--- src/rtl/oc_pkg.sv ---
package oc_pkg;

  typedef enum logic {
    OC_REGISTERED    = 1'b0,
    OC_COMBINATIONAL = 1'b1
  } oc_mode_e;

  typedef enum logic {
    OC_ACT_LOW  = 1'b0,
    OC_ACT_HIGH = 1'b1
  } oc_pol_e;

endpackage

--- src/rtl/oc_state_reg.sv ---
module oc_state_reg (
  input  logic clk,
  input  logic rst,
  input  logic d,
  input  logic clr_async,
  input  logic set_sync,
  output logic q
);

  // Priority: asynchronous clear, then power-on reset, then preset, then data.
  always_ff @(posedge clk or posedge clr_async) begin
    if (clr_async)     q <= 1'b0;
    else if (rst)      q <= 1'b0;
    else if (set_sync) q <= 1'b1;
    else               q <= d;
  end

  // Checker helper: records whether the clear fired at any time since the last edge.
  logic clr_seen;
  always_ff @(posedge clk or posedge clr_async) begin
    if (clr_async) clr_seen <= 1'b1;
    else           clr_seen <= 1'b0;
  end

  assert_clear_holds_R8: assert property (@(posedge clk) disable iff (rst)
    clr_async |-> (q == 1'b0));

  assert_preset_edge_R9: assert property (@(posedge clk) disable iff (rst)
    (set_sync && !clr_async) |=> (q || clr_seen));

  assert_capture_R2: assert property (@(posedge clk) disable iff (rst)
    (!set_sync && !clr_async) |=> ((q == $past(d)) || clr_seen));

endmodule

--- src/rtl/oc_out_path.sv ---
module oc_out_path
  import oc_pkg::*;
(
  input  oc_mode_e mode,
  input  oc_pol_e  pol,
  input  logic     sum,
  input  logic     q,
  input  logic     oe,
  output logic     pin_out,
  output logic     pin_oe
);

  logic src;

  always_comb begin
    src     = (mode == OC_COMBINATIONAL) ? sum : q;
    pin_out = (pol == OC_ACT_HIGH) ? src : ~src;
    pin_oe  = oe;
  end

endmodule

--- src/rtl/oc_feedback.sv ---
module oc_feedback
  import oc_pkg::*;
(
  input  oc_mode_e mode,
  input  logic     q,
  input  logic     pin_out,
  input  logic     pin_oe,
  input  logic     pin_in,
  output logic     fb_true,
  output logic     fb_comp
);

  logic pad_side;

  always_comb begin
    pad_side = pin_oe ? pin_out : pin_in;
    if (mode == OC_COMBINATIONAL) begin
      fb_true = pad_side;
      fb_comp = ~pad_side;
    end else begin
      fb_true = ~q;
      fb_comp = q;
    end
  end

endmodule

--- src/rtl/sop_out_cell.sv ---
module sop_out_cell
  import oc_pkg::*;
(
  input  logic clk,
  input  logic rst,
  input  logic cfg_mode,
  input  logic cfg_pol,
  input  logic sum_term,
  input  logic oe_term,
  input  logic ar_term,
  input  logic sp_term,
  input  logic pin_in,
  output logic pin_out,
  output logic pin_oe,
  output logic fb_true,
  output logic fb_comp
);

  oc_mode_e mode;
  oc_pol_e  pol;
  logic     state_q;

  assign mode = oc_mode_e'(cfg_mode);
  assign pol  = oc_pol_e'(cfg_pol);

  oc_state_reg u_state (
    .clk       (clk),
    .rst       (rst),
    .d         (sum_term),
    .clr_async (ar_term),
    .set_sync  (sp_term),
    .q         (state_q)
  );

  oc_out_path u_out (
    .mode    (mode),
    .pol     (pol),
    .sum     (sum_term),
    .q       (state_q),
    .oe      (oe_term),
    .pin_out (pin_out),
    .pin_oe  (pin_oe)
  );

  oc_feedback u_fb (
    .mode    (mode),
    .q       (state_q),
    .pin_out (pin_out),
    .pin_oe  (pin_oe),
    .pin_in  (pin_in),
    .fb_true (fb_true),
    .fb_comp (fb_comp)
  );

  assert_comb_polarity_R3: assert property (@(posedge clk) disable iff (rst)
    cfg_mode |-> (pin_out == (cfg_pol ? sum_term : ~sum_term)));

  assert_fb_driven_R6: assert property (@(posedge clk) disable iff (rst)
    (cfg_mode && oe_term) |-> (fb_true == pin_out));

  assert_fb_floating_R6: assert property (@(posedge clk) disable iff (rst)
    (cfg_mode && !oe_term) |-> (fb_true == pin_in));

  assert_fb_registered_R5: assert property (@(posedge clk) disable iff (rst)
    !cfg_mode |-> (fb_true == (cfg_pol ? ~pin_out : pin_out)));

  assert_fb_pair_R7: assert property (@(posedge clk) disable iff (rst)
    fb_true != fb_comp);

endmodule

--- config.mk ---
export PLATFORM = sky130hd
export DESIGN_NAME = sop_out_cell
export DESIGN_NICKNAME = d
export VERILOG_FILES = /design/src/rtl/oc_pkg.sv /design/src/rtl/oc_state_reg.sv /design/src/rtl/oc_out_path.sv /design/src/rtl/oc_feedback.sv /design/src/rtl/sop_out_cell.sv
export SDC_FILE = /design/constraint.sdc
export NUM_CORES = 1
export LEC_CHECK = 0
export CAP_MARGIN = 30
export CORE_AREA = 2 2 39 41
export DETAILED_ROUTE_END_ITERATION = 6
export DIE_AREA = 0 0 41 43
export GPL_TIMING_DRIVEN = 0
export HOLD_SLACK_MARGIN = 0.06
export PLACE_DENSITY = 0.35
export SETUP_SLACK_MARGIN = 0.15
export SLEW_MARGIN = 10
export SYNTH_ARGS = -nofsm -noshare
export SYNTH_HDL_FRONTEND = slang
export SYNTH_SLANG_ARGS = --single-unit
--- constraint.sdc ---
create_clock -name clk -period 0.8 [get_ports clk]
set_input_delay 0.08 -clock clk [delete_from_list [all_inputs] [get_ports clk]]
set_output_delay 0.08 -clock clk [all_outputs]
set_load 0.02 [all_outputs]
# == Word-level counts from Yosys, hierarchy flattened ==
# Index checks and enable logic that the tools add are counted.
# op_classes
n_mux,7
bitwise_logic,3
# op_table
operator,n
two-way mux 1 bit,7
NOT 1 bit,3
# totals
regBits,1
in_bits,9
out_inout_bits,4
word_cells,11

# == Depth between registers and ports, before layout ==
# depth
depth_word,6
ltp_mapped,2

# == Modules after synthesis ==
# A second synthesis with hierarchy kept.
# hier_totals
cells_unflattened,9
hier_area_um2,100.1
# modules_own_cells
module,instances,cells_each,area_per_inst_um2,seq_area_each_um2
oc_state_reg,1,3,38.8,25.0
oc_feedback,1,3,35.0,0.0
oc_out_path,1,3,26.3,0.0

# == Worst setup path after synthesis ==
# Ideal clock, no wire load.
# synth_timing
path_type,register to output
start,register u_state.q
end,output pin_out
arrival_time_ns,0.877
required_time_ns,0.720
path_slack_ns,-0.157
path_stages_with_launch,3
cell_sequence,dfrtp_1 > mux2i_1 > xor2_1
# synth_via
elab_chain_len,3
# synth_lines
item,line_no,rtl
"start, declared",oc_state_reg.sv:7,output logic q
"start signal, assigned",oc_state_reg.sv:12,if (clr_async) q <= 1'b0;
"start signal, assigned",oc_state_reg.sv:13,else if (rst) q <= 1'b0;
"start signal, assigned",oc_state_reg.sv:14,else if (set_sync) q <= 1'b1;
two-way mux 1 bit *,oc_out_path.sv:16,src = (mode == OC_COMBINATIONAL) ? sum : q;
NOT 1 bit,oc_out_path.sv:17,pin_out = (pol == OC_ACT_HIGH) ? src : ~src;
two-way mux 1 bit *,oc_out_path.sv:17,
"end, declared",sop_out_cell.sv:13,"output logic pin_out,"
# Mark *: on every way between the ends. The rest lies on a longest branch, timed or not.

# == Worst setup path in the final report ==
# Same ends and word-level chain as after synthesis.

==> results.json <==
{
  "drive_above_1_share": 0.560,
  "vias": 142,
  "grt_pass1_wl_um": 586,
  "synth_xor_area_frac": 0.163,
  "fp.dieH_um": 43,
  "area_delta_synth_final_pct": 137,
  "tns_ns": -0.350,
  "synthSimpleGateAreaFrac": 0.244,
  "violations": "negative setup slack",
  "hold_buffers": 0,
  "drt-vias-per-instance": 3.46,
  "dpl.hpwl_um": 352,
  "worst_pin_slew_ns": 0.198,
  "ir_worst_vdd_mv": 0.212,
  "maxCapViolations": 0,
  "path_max_fanout": 2,
  "fin_crit_sh": 1.18,
  "fin_ws_ns": -0.140,
  "core_area_mm2": 0.00138,
  "placed_area_um2": 255,
  "dp_cells": 41,
  "stdcell_count": 41,
  "postRouteAntennaNets": 0,
  "syn_inst": 13,
  "drt_iter0_drc": 1,
  "top_level_ports": 13,
  "synth.distinct_cells": 12,
  "portBuffers": 12,
  "hold_viol": 0,
  "crit_arrival_ns": 0.86,
  "firstDrtPassIters": 2,
  "grt_max_degree": 5,
  "power.total_uw": 215,
  "drc_errors": 0,
  "reg_top3": "u_state.q (1)",
  "stdcell_area_um2": 255,
  "grt.total_usage": 0.0441,
  "n_antenna_cell": 0,
  "synth_area_per_cell_um2": 8.28,
  "setup_viol": 3,
  "synth_seq_cells": 1,
  "powerDensity_mw_per_mm2": 843,
  "routedWlPerCell_um": 9.61,
  "gp_congestion": 0.596,
  "die_w_um": 41,
  "fin_nets": 36,
  "dp_slack_ns": -1.03,
  "ys_warn_count": 0,
  "drv_slew": 0,
  "yosysSeqAreaShare": 0.233,
  "largest_register_ffs": 1,
  "utilization": 0.184,
  "criticalPathCategory": "reg2out",
  "startpoint_type": "flop",
  "syn-num-nets": 22,
  "period_minus_slack_ns": 0.940,
  "antenna_found_initial": 0,
  "synth_adder_area_share": 0,
  "syn-cell-area_um2": 108,
  "fmax_ghz": 1.06,
  "synth_compound_area_frac": 0.163,
  "synth_top_family_by_area": "simple AND/OR/NAND/NOR gates",
  "crit_required_ns": 0.72,
  "rsz0062_at_grt": "yes",
  "status": "finished with violations",
  "maxSlewHeadroom": 0.865,
  "dieArea_mm2": 0.00176,
  "hold_path.class": "in2async",
  "synthMuxAreaShare": 0.0930,
  "clkTransAtPathRegs_ns": 0,
  "num_rows": 14,
  "cp-end-kind": "output pin",
  "hold_slack_ns": 0.230,
  "initial_core_util": 0.0778,
  "globalRouteOverflowTotal": 0,
  "regMostFlops": "u_state.q",
  "grt_pass1_vias": 150,
  "drt_wl_total_um": 394,
  "leakage_nw": 0.121
}
==> worst max-delay path: stages (launching register included) <==
cell and delay, ns:
dfrtp_1 0.36, mux2i_2 0.20, xor2_2 0.17, buf_6 0.13
==> final cells by class <==
| type | instances | area [µm²] |
|---|---|---|
| fill | 156 | 1130 |
| timing repair buffer | 12 | 106 |
| multi-input combinational | 10 | 92.6 |
| sequential | 1 | 25.0 |
| tap | 16 | 20.0 |
| buffer | 1 | 7.51 |
| inverter | 1 | 3.75 |
==> placed cells by master, fill, tap and decap left out, drive strengths merged <==
| master | netlist | final |
|---|---|---|
| buf | 1 | 9 |
| clkbuf | 0 | 1 |
| clkdlybuf4s50 | 0 | 1 |
| dfrtp | 1 | 1 |
| dlygate4sd2 | 0 | 2 |
| inv | 1 | 1 |
| mux2i | 1 | 1 |
| nand2 | 1 | 1 |
| nand2b | 1 | 1 |
| nor2 | 2 | 2 |
| o211a | 1 | 1 |
| o211ai | 1 | 1 |
| or3b | 1 | 1 |
| xnor2 | 1 | 1 |
| xor2 | 1 | 1 |
==> layer usage <==
layer	GRT usage	vias up	routed length (µm)
met1	0.0673	63	164
li1	-	66	-
met3	0.0262	0	99
met4	0	0	0
met2	0.0563	13	129
met5	0	-	0
==> worst max-delay path by stage <==
stage | start | end | depth (start not counted)
after floorplan | u_state.q | pin_out | 2
after global placement | cfg_mode | fb_comp | 4
after detailed placement | cfg_mode | fb_comp | 4
after CTS | u_state.q | pin_out | 3
after global routing | u_state.q | pin_out | 3
final | u_state.q | pin_out | 3
==> report_power, final <==
part | internal (mW) | switching, mW | total [mW]
sequential | 0.0548 | 0.00213 | 0.0569
combinational | 0.0879 | 0.0702 | 0.158
clock | 0 | 0 | 0
==> Yosys cell counts <==
master,number,area [µm²]
dfrtp_1,1,25.0
or3b_1,1,8.76
nor2_1,2,7.51
nand2_1,1,3.75
xnor2_1,1,8.76
xor2_1,1,8.76
inv_1,1,3.75
o211a_1,1,10.0
o211ai_1,1,7.51
nand2b_1,1,6.26
buf_4,1,7.51
mux2i_1,1,10.0
==> logic make-up after synthesis <==
group,Yosys count
AOI/OAI and AO/OA,2
and+or+nand+nor,5
xor gates and xnor gates,2
muxes,1
DFF,1
buffers and inverters,2
==> repair_timing <==
action | 4_1_cts | 5_1_grt
setup buffers | 0 | 0
pin swaps | 6 | 2
setup endpoints to repair | 5 | 4
resized for setup | 45 | 4
Power figures use the tool's default switching activity.
